### config.mk
export PLATFORM = sky130hd
export DESIGN_NAME = i2c_tgt_ctrl
export DESIGN_NICKNAME = d
export VERILOG_FILES = /design/src/rtl/i2c_tgt_pkg.sv /design/src/rtl/i2c_tgt_sync.sv /design/src/rtl/i2c_tgt_addr_match.sv /design/src/rtl/i2c_tgt_fifo.sv /design/src/rtl/i2c_tgt_txpage.sv /design/src/rtl/i2c_tgt_ctrl.sv
export SDC_FILE = /design/constraint.sdc
export NUM_CORES = 1
export LEC_CHECK = 0
export BUFFER_PORTS_ARGS = -buffer_cell sky130_fd_sc_hd__buf_4
export CAP_MARGIN = 20
export CORE_AREA = 2 2 106 211
export CTS_BUF_LIST = sky130_fd_sc_hd__clkbuf_8
export DETAILED_ROUTE_END_ITERATION = 8
export DIE_AREA = 0 0 108 213
export HOLD_SLACK_MARGIN = 0.05
export SYNTH_ARGS = -nofsm -noshare
export SYNTH_HDL_FRONTEND = slang
export SYNTH_SLANG_ARGS = --single-unit
### constraint.sdc
create_clock -name clk -period 7.4 [get_ports clk]
set_input_delay 0.74 -clock clk [delete_from_list [all_inputs] [get_ports clk]]
set_output_delay 0.74 -clock clk [all_outputs]
set_load 0.01 [all_outputs]
### src/rtl/i2c_tgt_pkg.sv
// Package: shared constants and the protocol state type for the I2C target.
// Assumes byte-wide transfers and 7-bit addressing.
package i2c_tgt_pkg;
    localparam int BYTE_W = 8;
    localparam int ADDR_W = 7;

    typedef enum logic [3:0] {
        ST_IDLE,
        ST_ADDR,
        ST_AACK,
        ST_TXBIT,
        ST_TXACK,
        ST_TXNEXT,
        ST_RXBIT,
        ST_RXACK,
        ST_SKIP
    } tgt_state_e;
endpackage

### src/rtl/i2c_tgt_sync.sv
// Module: brings SCL/SDA into the clock domain through a STAGES-deep flop
// chain and reports SCL edges and START/STOP conditions as one-cycle pulses.
// Assumes the lines idle high and each SCL phase outlasts STAGES+2 clocks.
module i2c_tgt_sync #(
    parameter int STAGES = 2
) (
    input  logic clk,
    input  logic rst_n,
    input  logic scl_i,
    input  logic sda_i,
    output logic sda_o,
    output logic scl_rise_o,
    output logic scl_fall_o,
    output logic start_o,
    output logic stop_o
);
    logic [STAGES-1:0] scl_ff, sda_ff;
    logic scl_q, sda_q, scl_s, sda_s;

    assign scl_s = scl_ff[STAGES-1];
    assign sda_s = sda_ff[STAGES-1];

    // Synchronizer chain plus one history flop per line for edge detection.
    always_ff @(posedge clk) begin
        if (!rst_n) begin
            scl_ff <= '1;
            sda_ff <= '1;
            scl_q  <= 1'b1;
            sda_q  <= 1'b1;
        end else begin
            scl_ff <= {scl_ff[STAGES-2:0], scl_i};
            sda_ff <= {sda_ff[STAGES-2:0], sda_i};
            scl_q  <= scl_s;
            sda_q  <= sda_s;
        end
    end

    assign sda_o      = sda_s;
    assign scl_rise_o = scl_s & ~scl_q;
    assign scl_fall_o = ~scl_s & scl_q;
    assign start_o    = scl_s & scl_q & sda_q & ~sda_s;
    assign stop_o     = scl_s & scl_q & ~sda_q & sda_s;
endmodule

### src/rtl/i2c_tgt_addr_match.sv
// Module: compares a received address with every enabled table entry in
// parallel and returns a hit flag plus the lowest matching index.
// Assumes the table is stable during the compare (purely combinational).
module i2c_tgt_addr_match #(
    parameter int NUM = 4,
    parameter int AW  = 7,
    parameter int IW  = (NUM > 1) ? $clog2(NUM) : 1
) (
    input  logic [AW-1:0]     addr_i,
    input  logic [NUM*AW-1:0] tbl_i,
    input  logic [NUM-1:0]    en_i,
    output logic              hit_o,
    output logic [IW-1:0]     idx_o
);
    logic [NUM-1:0] hit_vec;

    for (genvar g = 0; g < NUM; g++) begin : g_cmp
        assign hit_vec[g] = en_i[g] && (tbl_i[g*AW +: AW] == addr_i);
    end

    // Priority pick: the lowest index among the hits wins.
    always_comb begin
        idx_o = '0;
        for (int i = NUM - 1; i >= 0; i--) begin
            if (hit_vec[i]) idx_o = IW'(i);
        end
    end

    assign hit_o = |hit_vec;
endmodule

### src/rtl/i2c_tgt_fifo.sv
// Module: receive FIFO with show-ahead read data. Pushes when full and pops
// when empty are dropped. Assumes DEPTH >= 2.
module i2c_tgt_fifo #(
    parameter int W     = 8,
    parameter int DEPTH = 8
) (
    input  logic         clk,
    input  logic         rst_n,
    input  logic         push_i,
    input  logic [W-1:0] data_i,
    input  logic         pop_i,
    output logic [W-1:0] data_o,
    output logic         empty_o,
    output logic         full_o
);
    localparam int PW = $clog2(DEPTH);

    logic [W-1:0] mem [DEPTH];
    logic [PW-1:0] wp, rp;
    logic [PW:0]   cnt;
    logic          do_push, do_pop;

    assign full_o  = (cnt == (PW+1)'(DEPTH));
    assign empty_o = (cnt == '0);
    assign do_push = push_i && !full_o;
    assign do_pop  = pop_i && !empty_o;
    assign data_o  = mem[rp];

    // Storage write port.
    always_ff @(posedge clk) begin
        if (do_push) mem[wp] <= data_i;
    end

    // Pointer and occupancy bookkeeping.
    always_ff @(posedge clk) begin
        if (!rst_n) begin
            wp  <= '0;
            rp  <= '0;
            cnt <= '0;
        end else begin
            if (do_push) wp <= (wp == PW'(DEPTH-1)) ? '0 : wp + 1'b1;
            if (do_pop)  rp <= (rp == PW'(DEPTH-1)) ? '0 : rp + 1'b1;
            case ({do_push, do_pop})
                2'b10:   cnt <= cnt + 1'b1;
                2'b01:   cnt <= cnt - 1'b1;
                default: cnt <= cnt;
            endcase
        end
    end
endmodule

### src/rtl/i2c_tgt_txpage.sv
// Module: transmit page. The host fills entries in order through a write
// port with a wrapping fill position, and the bus side reads any entry.
// Assumes the caller gates writes that must be ignored.
module i2c_tgt_txpage #(
    parameter int W     = 8,
    parameter int DEPTH = 8,
    parameter int PW    = $clog2(DEPTH)
) (
    input  logic          clk,
    input  logic          rst_n,
    input  logic          wr_i,
    input  logic [W-1:0]  data_i,
    input  logic [PW-1:0] rd_idx_i,
    output logic [W-1:0]  data_o,
    output logic [PW-1:0] wr_ptr_o
);
    logic [W-1:0] mem [DEPTH];

    // Entry write.
    always_ff @(posedge clk) begin
        if (wr_i) mem[wr_ptr_o] <= data_i;
    end

    // Fill position, wrapping at DEPTH.
    always_ff @(posedge clk) begin
        if (!rst_n)    wr_ptr_o <= '0;
        else if (wr_i) wr_ptr_o <= (wr_ptr_o == PW'(DEPTH-1)) ? '0 : wr_ptr_o + 1'b1;
    end

    assign data_o = mem[rd_idx_i];
endmodule

### src/rtl/i2c_tgt_ctrl.sv
// Module: I2C target controller top. Runs the address and data phases on
// synchronized bus edges, drives SDA open-drain, serves reads from a transmit
// page and stores writes in a receive FIFO.
// Assumes 7-bit addressing, no clock stretching, and SCL phases of several
// clocks. The table and enables are stable while the bus is active.
module i2c_tgt_ctrl
    import i2c_tgt_pkg::*;
#(
    parameter  int NUM_ADDR    = 4,
    parameter  int PAGE_DEPTH  = 8,
    parameter  int FIFO_DEPTH  = 8,
    parameter  int SYNC_STAGES = 2,
    localparam int IDXW        = (NUM_ADDR > 1) ? $clog2(NUM_ADDR) : 1,
    localparam int PGW         = $clog2(PAGE_DEPTH),
    localparam int CNTW        = $clog2(PAGE_DEPTH + 1),
    localparam int BCW         = $clog2(BYTE_W)
) (
    input  logic                       clk,
    input  logic                       rst_n,
    input  logic                       scl_i,
    input  logic                       sda_i,
    output logic                       sda_oe_o,
    input  logic [NUM_ADDR*ADDR_W-1:0] tgt_addr_i,
    input  logic [NUM_ADDR-1:0]        tgt_en_i,
    input  logic                       tx_wr_i,
    input  logic [BYTE_W-1:0]          tx_wdata_i,
    input  logic [CNTW-1:0]            tx_thresh_i,
    input  logic                       rx_rd_i,
    output logic [BYTE_W-1:0]          rx_rdata_o,
    output logic                       rx_empty_o,
    output logic                       rx_full_o,
    output logic                       busy_o,
    output logic                       bus_act_o,
    output logic                       mode_o,
    output logic [IDXW-1:0]            match_idx_o,
    output logic                       start_irq_o,
    output logic                       amatch_irq_o,
    output logic                       txdone_irq_o,
    output logic                       nack_irq_o,
    output logic                       thresh_irq_o
);
    localparam logic [BCW-1:0] LAST_BIT = BCW'(BYTE_W - 1);

    tgt_state_e        state;
    logic [BCW-1:0]    bitcnt;
    logic [BYTE_W-1:0] shreg;
    logic              ack_oe, ack_on, rx_acc;
    logic [PGW-1:0]    rd_ptr;
    logic [CNTW-1:0]   sent, sent_nxt;

    logic sda_s, scl_rise, scl_fall, start_c, stop_c;
    logic hit;
    logic [IDXW-1:0]   hit_idx;
    logic [BYTE_W-1:0] page_rdata;
    logic [PGW-1:0]    tx_wr_ptr;
    logic              rx_push, page_wr;
    logic [BYTE_W-1:0] rx_byte;

    i2c_tgt_sync #(.STAGES(SYNC_STAGES)) u_sync (
        .clk        (clk),
        .rst_n      (rst_n),
        .scl_i      (scl_i),
        .sda_i      (sda_i),
        .sda_o      (sda_s),
        .scl_rise_o (scl_rise),
        .scl_fall_o (scl_fall),
        .start_o    (start_c),
        .stop_o     (stop_c)
    );

    i2c_tgt_addr_match #(.NUM(NUM_ADDR), .AW(ADDR_W), .IW(IDXW)) u_match (
        .addr_i (shreg[ADDR_W-1:0]),
        .tbl_i  (tgt_addr_i),
        .en_i   (tgt_en_i),
        .hit_o  (hit),
        .idx_o  (hit_idx)
    );

    assign page_wr = tx_wr_i && !busy_o;

    i2c_tgt_txpage #(.W(BYTE_W), .DEPTH(PAGE_DEPTH), .PW(PGW)) u_page (
        .clk      (clk),
        .rst_n    (rst_n),
        .wr_i     (page_wr),
        .data_i   (tx_wdata_i),
        .rd_idx_i (rd_ptr),
        .data_o   (page_rdata),
        .wr_ptr_o (tx_wr_ptr)
    );

    assign rx_byte = {shreg[BYTE_W-2:0], sda_s};
    assign rx_push = (state == ST_RXBIT) && scl_rise && (bitcnt == LAST_BIT);

    i2c_tgt_fifo #(.W(BYTE_W), .DEPTH(FIFO_DEPTH)) u_fifo (
        .clk     (clk),
        .rst_n   (rst_n),
        .push_i  (rx_push),
        .data_i  (rx_byte),
        .pop_i   (rx_rd_i),
        .data_o  (rx_rdata_o),
        .empty_o (rx_empty_o),
        .full_o  (rx_full_o)
    );

    assign sent_nxt = sent + 1'b1;
    assign sda_oe_o = (state == ST_TXBIT) ? ~shreg[BYTE_W-1] : ack_oe;

    // Protocol sequencer: address phase, acknowledge slots, data bytes.
    always_ff @(posedge clk) begin
        if (!rst_n) begin
            state        <= ST_IDLE;
            bitcnt       <= '0;
            shreg        <= '0;
            ack_oe       <= 1'b0;
            ack_on       <= 1'b0;
            rx_acc       <= 1'b0;
            rd_ptr       <= '0;
            sent         <= '0;
            busy_o       <= 1'b0;
            bus_act_o    <= 1'b0;
            mode_o       <= 1'b0;
            match_idx_o  <= '0;
            start_irq_o  <= 1'b0;
            amatch_irq_o <= 1'b0;
            txdone_irq_o <= 1'b0;
            nack_irq_o   <= 1'b0;
            thresh_irq_o <= 1'b0;
        end else begin
            start_irq_o  <= 1'b0;
            amatch_irq_o <= 1'b0;
            txdone_irq_o <= 1'b0;
            nack_irq_o   <= 1'b0;
            thresh_irq_o <= 1'b0;
            if (stop_c) begin
                state     <= ST_IDLE;
                bus_act_o <= 1'b0;
                busy_o    <= 1'b0;
                ack_oe    <= 1'b0;
            end else if (start_c) begin
                state       <= ST_ADDR;
                bus_act_o   <= 1'b1;
                busy_o      <= 1'b1;
                start_irq_o <= 1'b1;
                ack_oe      <= 1'b0;
                bitcnt      <= '0;
                rd_ptr      <= '0;
                sent        <= '0;
            end else begin
                case (state)
                    ST_ADDR: begin
                        if (scl_rise) begin
                            shreg  <= rx_byte;
                            bitcnt <= bitcnt + 1'b1;
                            if (bitcnt == LAST_BIT) begin
                                busy_o <= 1'b0;
                                if (hit) begin
                                    mode_o       <= sda_s;
                                    match_idx_o  <= hit_idx;
                                    amatch_irq_o <= 1'b1;
                                    ack_on       <= 1'b0;
                                    state        <= ST_AACK;
                                end else begin
                                    state <= ST_SKIP;
                                end
                            end
                        end
                    end
                    ST_AACK: begin
                        if (scl_fall) begin
                            if (!ack_on) begin
                                ack_on <= 1'b1;
                                ack_oe <= 1'b1;
                            end else begin
                                ack_on <= 1'b0;
                                ack_oe <= 1'b0;
                                bitcnt <= '0;
                                if (mode_o) begin
                                    shreg  <= page_rdata;
                                    busy_o <= 1'b1;
                                    state  <= ST_TXBIT;
                                end else begin
                                    state <= ST_RXBIT;
                                end
                            end
                        end
                    end
                    ST_TXBIT: begin
                        if (scl_fall) begin
                            if (bitcnt == LAST_BIT) begin
                                state <= ST_TXACK;
                            end else begin
                                shreg  <= {shreg[BYTE_W-2:0], 1'b0};
                                bitcnt <= bitcnt + 1'b1;
                            end
                        end
                    end
                    ST_TXACK: begin
                        if (scl_rise) begin
                            txdone_irq_o <= 1'b1;
                            busy_o       <= 1'b0;
                            rd_ptr       <= (rd_ptr == PGW'(PAGE_DEPTH-1)) ? '0 : rd_ptr + 1'b1;
                            sent         <= sent_nxt;
                            if ((tx_thresh_i != '0) && (sent_nxt == tx_thresh_i))
                                thresh_irq_o <= 1'b1;
                            if (sda_s) begin
                                nack_irq_o <= 1'b1;
                                state      <= ST_SKIP;
                            end else begin
                                state <= ST_TXNEXT;
                            end
                        end
                    end
                    ST_TXNEXT: begin
                        if (scl_fall) begin
                            shreg  <= page_rdata;
                            bitcnt <= '0;
                            busy_o <= 1'b1;
                            state  <= ST_TXBIT;
                        end
                    end
                    ST_RXBIT: begin
                        if (scl_rise) begin
                            shreg  <= rx_byte;
                            bitcnt <= bitcnt + 1'b1;
                            if (bitcnt == '0) busy_o <= 1'b1;
                            if (bitcnt == LAST_BIT) begin
                                busy_o <= 1'b0;
                                rx_acc <= !rx_full_o;
                                ack_on <= 1'b0;
                                state  <= ST_RXACK;
                            end
                        end
                    end
                    ST_RXACK: begin
                        if (scl_fall) begin
                            if (!ack_on) begin
                                ack_on <= 1'b1;
                                ack_oe <= rx_acc;
                            end else begin
                                ack_on <= 1'b0;
                                ack_oe <= 1'b0;
                                bitcnt <= '0;
                                state  <= ST_RXBIT;
                            end
                        end
                    end
                    default: begin
                        ack_oe <= 1'b0;
                    end
                endcase
            end
        end
    end
endmodule

==> flow_metrics.tcl, run 1 <==
set metrics [dict create \
    synth_area_um2 8230 \
    n_fill_cell 1941 \
    timing.hold.ws_ns 0.418 \
    cts_hold_buf 0 \
    final_nets 742 \
    max_freq_mhz 280 \
    die_x_um 108 \
    root_buffer "clkbuf_8" \
    multi_input_area_um2 3020 \
    syn_avg_cell_area_um2 13.4 \
    critPathRequiredTime_ns 7.78 \
    synthFlopType "edfxtp_1" \
    synth_adder_area_share 0.0228 \
    muxShareOfSynthArea 0.123 \
    mostFrequentLayoutCell "edfxtp_1" \
    status "completed" \
    fin_crit_ns 3.57 \
    tns_ns 0 \
    path_max_fanout 26 \
    clk_latency_ns 0.48 \
    pre_cts_slack_ns 3.91 \
    ys_seq_area_frac 0.613 \
    drive_above_1_share 0.245 \
    antenna_found_initial 0 \
    grt_usage 0.166 \
    dieArea_um2 23000 \
    finalNonFillerCells 963 \
    async_flop_share 0 \
    p_leak_nw 3.20 \
    htreeDepth 4 \
    fp.coreArea_um2 21400 \
    synthesis.nets 677 \
    tightest_slew_ns 0.907 \
    cp.arrival_ns 3.95 \
    final_util 0.443 \
    end_kind "flip-flop" \
    grt-ovfl-total 0 \
    synth_area_leader_cell "edfxtp_1" \
    synth_edf_count 128 \
    hold_violations 0 \
    synth_cell_types 61 \
    syn2layout_area_growth_pct 15.2 \
    layout_common_cells "edfxtp_1 (128), buf_4 (75), dfxtp_1 (60), nor2_1 (56), a21oi_1 (36)" \
    synth_xor_area_frac 0.0394 \
    ant_nets 0 \
    critPathKind "reg -> reg" \
    cts_resized 0 \
    grt_pass1_wl_um 27800 \
    wirelength_um 18200 \
    initial_core_util 0.385 \
    tritoncts "done" \
    synth_top_area_frac 0.467 \
    dr.pass1.iters 4 \
    clkTransAtPathRegs_ns 0.11 \
    ys_ff_latch 188 \
    drc 0 \
    synth_top_family_by_area "multiplexers" \
    finalCritPeriodShare 0.482 \
    setup_viol 0 \
    rows 76 \
    wire_per_inst_um 18.8 \
    antenna_cells 0 \
    worst_hold_path_type "reg -> reg" \
    max_slew_margin 0.392 \
    clock-sinks 188 \
    synth_compound_area_frac 0.0724 \
    power_density_nw_per_um2 203 \
    io_buffers 70 \
    synth_cells 612 \
    setup_slack_ns 3.83 \
    cts_buffers 17 \
    clock_path_buffers 2 \
    place_congestion 0.884 \
    dpl.cell_count 927 \
    rsz0062_at_grt "false" \
    dr.first_iter.drc_count 250 \
    grt_pass1_vias 5135 \
    cts_setup_buffers 0 \
    hpwl_um 13300 \
    vias_per_cell 5.25 \
    peakVddDrop_v 0.000100 \
    synthSimpleGateAreaFrac 0.107 \
    drv_cap 0 \
    grt_max_degree 27 \
    die_y_um 213 \
    ios 71 \
    via_count 5058 \
    regArea_um2 5040 \
    clock-skew-final_ns 0.0175 \
    worstSetupStartpointType "flip-flop" \
    yosys-top-cells-area "edfxtp_1 (47%), dfxtp_1 (15%), mux4_2 (8.8%)" \
    slew_viol_final 0 \
    ys.warnings.count 0 \
]
==> cells by family after synthesis <==
logic type / after synthesis
mux: 60
buf+inv: 43
fa+ha+maj: 15
flops: 188
simple gates: 176
compound gates: 93
xor+xnor: 37
==> final cells by class <==
class / count / share of cell area
Sequential cell: 188 / 0.532
Multi-Input combinational cell: 381 / 0.319
Timing Repair Buffer: 80 / 0.0671
Tap cell: 273 / 0.0360
Clock buffer: 17 / 0.0247
Clock inverter: 15 / 0.0174
Inverter: 9 / 0.00357
==> report_power, final <==
part	internal, mW	switching [mW]
registers	1.13	0.0177
clock network	0.284	0.393
logic	0.0488	0.0502
==> cell usage after synthesis (3+ instances only) <==
master,number
edfxtp_1,128
dfxtp_1,60
nor2_1,56
a21oi_1,36
nand2_1,35
mux4_2,32
clkbuf_1,25
xnor2_1,20
o21ai_0,19
mux2i_1,17
nor3_1,17
xor2_1,17
ha_1,15
nand2b_1,15
mux2_2,11
inv_1,8
nand3_1,8
o22ai_1,8
nand4_1,7
buf_2,6
nor4_1,6
a31oi_1,5
nand3b_1,4
and3_1,3
nor2b_1,3
or3_1,3
==> sequential cells by signal, indices dropped and copies added, names as in the netlist, 4 cells and up, named ones only <==
signal / cells
shreg: 8
u_fifo.mem: 64
state: 4
u_page.mem: 64
u_fifo.cnt: 4
sent: 4
==> routing by layer <==
metal	vias up	track usage	routed length, um
met3	16	0.0366	583
met2	105	0.327	10600
met5	-	0	0
met4	0	0.0712	421
met1	2502	0.160	6510
li1	2435	-	-
==> per-stage QoR <==
step                instance area [um^2]  power (mW)
global route                        9480        2.00
CTS                                 9410        1.95
floorplan                           8230        1.22
global placement                    9000        1.27
finish                              9480        1.93
detailed placement                  9010        1.28
==> worst max-delay path: stages (launching register included) <==
cell     delay (ns)
dfxtp_1        0.87
nand2_1        0.26
or4_4          0.55
or2_1          0.37
ha_1           0.32
xor2_1         0.17
ha_1           0.20
a21oi_1        0.15
xor2_1         0.11
or3_1          0.31
a21oi_1        0.14
==> final timing paths <==
path	startpoint	endpoint	slack, ns	cells after the start
max reg2reg	state[1]	u_fifo.cnt[2]	3.83	10
max	state[1]	u_fifo.cnt[2]	3.83	10
min	u_sync.sda_ff[0]	u_sync.sda_ff[1]	0.42	1
min reg2reg	u_sync.sda_ff[0]	u_sync.sda_ff[1]	0.42	1
(Power assumes the default switching activity.)
==> run 2, diff against run 1 <==
==> constraint.sdc (replaced) <==
create_clock -name clk -period 3.21 [get_ports clk]
set_input_delay 0.321 -clock clk [delete_from_list [all_inputs] [get_ports clk]]
set_output_delay 0.321 -clock clk [all_outputs]
set_load 0.01 [all_outputs]
==> flow_metrics.tcl, run 2 (synthesis results as in run 1) <==
set metrics [dict create \
    root_buffer "clkbuf_8" \
    mostFrequentLayoutCell "edfxtp_1" \
    setup_slack_ns 0.151 \
    path_max_fanout 7 \
    cts_setup_buffers 0 \
    io_buffers 70 \
    power_density_nw_per_um2 455 \
    regArea_um2 5040 \
    cts_buffers 17 \
    ios 71 \
    initial_core_util 0.385 \
    fp.coreArea_um2 21400 \
    n_fill_cell 1932 \
    crit_start "bitcnt[0]" \
    clock-sinks 188 \
    clkTransAtPathRegs_ns 0.08 \
    htreeDepth 4 \
    top_regs "u_fifo.mem x64, u_page.mem x64, shreg x8" \
    antenna_cells 0 \
    setup_viol 0 \
    p_leak_nw 3.28 \
    critPathRequiredTime_ns 3.61 \
    status "completed" \
    critPathKind "reg -> reg" \
    max_freq_mhz 327 \
    clock-skew-final_ns 0.0116 \
    dr.first_iter.drc_count 250 \
    cp_slowest_stage_delay_ns 0.44 \
    antenna_found_initial 0 \
    hold_depth 1 \
    dieArea_um2 23000 \
    grt_max_degree 26 \
    syn2layout_area_growth_pct 16.6 \
    cp_slowest_cell "or4_4" \
    rsz0062_at_grt "false" \
    tritoncts "done" \
    p_total_mw 4.36 \
    grt_pass1_vias 5337 \
    final_nets 764 \
    cp.arrival_ns 3.46 \
    hold_violations 0 \
    via_count 5199 \
    hpwl_um 13600 \
    finalCritPeriodShare 0.953 \
    end_kind "flip-flop" \
    ant_nets 0 \
    r2r-start "bitcnt[0]" \
    crit_top_cell "ha_1" \
    rows 76 \
    pre_cts_slack_ns 0.0324 \
    grt_usage 0.168 \
    drive_above_1_share 0.252 \
    place_congestion 0.882 \
    clk_latency_ns 0.47 \
    worst_hold_path_type "in -> reg" \
    layout_common_cells "edfxtp_1 (128), buf_4 (96), dfxtp_1 (60), nor2_1 (56), a21oi_1 (36)" \
    clock_path_buffers 2 \
    slew_viol_final 0 \
    drv_cap 0 \
    wire_per_inst_um 18.7 \
    grt-ovfl-total 0 \
    fin_crit_ns 3.06 \
    r2r_cells 12 \
    worstSetupStartpointType "flip-flop" \
    cp_cell_sequence "ha_1 > ha_4 > nand2_1 > or4_4 > or2_1 > ha_1 > xor2_1 > ha_1 > a21oi_1 > xor2_1 > or3_1 > a21oi_1" \
    tns_ns 0 \
    tightest_slew_ns 0.960 \
    drc 0 \
    dr.pass1.iters 5 \
    wirelength_um 18400 \
    die_x_um 108 \
    die_y_um 213 \
    vias_per_cell 5.29 \
    grt_pass1_wl_um 28400 \
    peakVddDrop_v 0.000232 \
    multi_input_area_um2 3030 \
    max_slew_margin 0.358 \
    min-delay-start "tx_wdata_i[5]" \
]
run 2: cell types whose count changed in the layout (fill, tap and decap cells not counted), moves of 2 or more:
cell,previous run,this run
clkinv_4,1,3
clkinv_1,1,3
inv_6,6,0
buf_16,2,0
inv_8,4,1
buf_4,75,96
dlygate4sd3_1,0,6
buf_2,2,0
inv_1,8,10
run 2: metrics by stage:
step / cell area [um^2] / hold slack, ns / instances / utilization
after floorplan: 8230 / 0.386 / 612 / -
after global placement: 9160 / 0.389 / 947 / 0.428
after detailed placement: 9160 / 0.395 / 947 / 0.428
after CTS: 9580 / 0.0502 / 983 / 0.448
after global routing: 9590 / 0.0631 / 983 / 0.448
final: 9590 / 0.0881 / 983 / 0.448
run 2: final timing paths:
path | slack (ns) | end
worst max-delay path | 0.15 | u_fifo.cnt[2]
worst min-delay path | 0.09 | u_page.mem[1][5]
worst max register to register | 0.15 | u_fifo.cnt[2]
worst min register to register | 0.41 | u_sync.sda_ff[1]
run 2: per-layer routing:
metal,vias to the layer above,GRT usage,share of wire
met1,2559,0.163,0.35
met3,35,0.0360,0.036
met4,0,0.0729,0.031
met5,-,0,0
li1,2479,-,-
met2,126,0.329,0.58
run 2: final cells by class:
class | count | share of cell area
Clock buffer | 17 | 0.0244
Clock inverter | 13 | 0.0136
Inverter | 9 | 0.00352
Multi-Input combinational cell | 381 | 0.316
Sequential cell | 188 | 0.526
Tap cell | 273 | 0.0356
Timing Repair Buffer | 102 | 0.0814
run 2: critical path: cells and delay by family, from the launching register on:
| family | cells | cell delay (ns) |
|---|---|---|
| flops | 1 | 0.37 |
| xor+xnor | 2 | 0.29 |
| simple gates | 4 | 1.11 |
| fa+ha+maj | 4 | 0.89 |
| compound gates | 2 | 0.34 |
run 2: timing repair:
item	in CTS	in global routing
hold endpoints to repair	32	0
hold buffers	6	0
gates resized for setup	0	2
setup endpoints to repair	0	1
run 2: where the power goes:
group | switching, mW | total, mW | internal, mW
registers | 0.0297 | 2.64 | 2.61
logic | 0.129 | 0.252 | 0.123
clock network | 0.793 | 1.47 | 0.676
==> run 3, diff against run 2 <==
--- a/config.mk
+++ b/config.mk
@@ -12,6 +12,7 @@
 export DETAILED_ROUTE_END_ITERATION = 8
 export DIE_AREA = 0 0 108 213
 export HOLD_SLACK_MARGIN = 0.05
+export PLACE_DENSITY_LB_ADDON = 0.3
 export SYNTH_ARGS = -nofsm -noshare
 export SYNTH_HDL_FRONTEND = slang
 export SYNTH_SLANG_ARGS = --single-unit
==> flow_metrics.tcl, run 3 (synthesis results as in run 1) <==
set metrics [dict create \
    mostFrequentLayoutCell "edfxtp_1" \
    power_density_nw_per_um2 457 \
    ant_nets 0 \
    drive_above_1_share 0.262 \
    rsz0062_at_grt "false" \
    clkTransAtPathRegs_ns 0.11 \
    clock_path_buffers 2 \
    rows 76 \
    critPathRequiredTime_ns 3.60 \
    dieArea_um2 23000 \
    regArea_um2 5050 \
    grt-ovfl-total 0 \
    fp.coreArea_um2 21400 \
    pre_cts_slack_ns 0.177 \
    wirelength_um 18600 \
    max_freq_mhz 332 \
    die_x_um 108 \
    tightest_slew_ns 0.917 \
    htreeDepth 4 \
    placed_area_um2 9170 \
    layout_common_cells "edfxtp_1 (128), buf_4 (99), dfxtp_1 (59), nor2_1 (56), a21oi_1 (36)" \
    fin_crit_ns 3.01 \
    grt_pass1_wl_um 29000 \
    initial_core_util 0.385 \
    top_regs "u_fifo.mem x64, u_page.mem x64, shreg x8" \
    setup_slack_ns 0.201 \
    hold_violations 0 \
    tritoncts "done" \
    finalCritPeriodShare 0.938 \
    worst_hold_path_type "in -> reg" \
    ios 71 \
    antenna_found_initial 0 \
    peakVddDrop_v 0.000254 \
    wire_per_inst_um 18.9 \
    clock-skew-final_ns 0.0158 \
    status "completed" \
    end_kind "flip-flop" \
    cts_buffers 17 \
    setup_viol 0 \
    grt_max_degree 26 \
    hpwl_um 13800 \
    final_area_um2 9570 \
    vias_per_cell 5.33 \
    worstSetupStartpointType "flip-flop" \
    dpl.cell_count 950 \
    critPathKind "reg -> reg" \
    dr.pass1.iters 4 \
    cts_setup_buffers 0 \
    multi_input_area_um2 3010 \
    antenna_cells 0 \
    max_slew_margin 0.380 \
    path_max_fanout 7 \
    grt_pass1_vias 5519 \
    cp.arrival_ns 3.40 \
    syn2layout_area_growth_pct 16.3 \
    finalNonFillerCells 984 \
    root_buffer "clkbuf_8" \
    die_y_um 213 \
    place_congestion 0.859 \
    clk_latency_ns 0.46 \
    final_nets 763 \
    via_count 5243 \
    slew_viol_final 0 \
    io_buffers 70 \
    dr.first_iter.drc_count 207 \
    drv_cap 0 \
    tns_ns 0 \
    grt_usage 0.168 \
    n_fill_cell 1946 \
    drc 0 \
    p_leak_nw 3.27 \
    clock-sinks 188 \
]
## run 3: worst max-delay path, stage by stage (launching register included)
cell     delay, ns
dfxtp_1       0.37
ha_1          0.18
ha_2          0.24
nand2_1       0.11
or4_4         0.43
or2_1         0.24
ha_1          0.26
xor2_1        0.17
ha_1          0.21
a21oi_1       0.14
xor2_1        0.10
or3_1         0.33
a21oi_1       0.15
## run 3: area by class of cell
cell class / instances / share of cell area
clock buffers: 17 / 0.0244
multi-input cells: 381 / 0.315
inverters: 9 / 0.00353
clock inverters: 15 / 0.0146
flip-flops and latches: 188 / 0.527
well taps: 273 / 0.0357
repair buffers: 101 / 0.0797
## run 3: path summary, 6_finish.rpt
kind / cells after the start / to / startpoint / slack (ns)
max: 12 / u_fifo.cnt[2] / bitcnt[1] / 0.20
min: 1 / u_page.mem[5][4] / tx_wdata_i[4] / 0.08
max reg2reg: 12 / u_fifo.cnt[2] / bitcnt[1] / 0.20
min reg2reg: 1 / u_sync.scl_ff[1] / u_sync.scl_ff[0] / 0.42
## run 3: where the power goes
group          total, mW  switching [mW]  leakage (nW)  internal (mW)
combinational      0.251           0.130          1.50          0.121
sequential          2.64          0.0289          1.59           2.61
clock               1.48           0.911         0.189          0.571
## run 3: metrics by stage
stage | power (mW) | hold WS, ns | util
finish | 4.38 | 0.0829 | 0.447
global route | 4.53 | 0.0707 | 0.447
CTS | 4.42 | 0.0576 | 0.447
detailed placement | 2.95 | 0.393 | 0.429
global placement | 2.94 | 0.403 | 0.429
floorplan | 2.82 | 0.386 | -
## run 3: timing repair
action / in CTS / in global routing
hold buffers: 2 / 0
hold endpoints to repair: 2 / 0
endpoints found under the setup margin: 0 / 1
gates resized for setup: 0 / 2
## run 3: metal layers
metal,part of all wire,global-route usage,up-vias
met4,0.025,0.0685,0
met1,0.36,0.164,2614
li1,-,-,2479
met5,0,0,-
met2,0.59,0.338,120
met3,0.030,0.0235,30
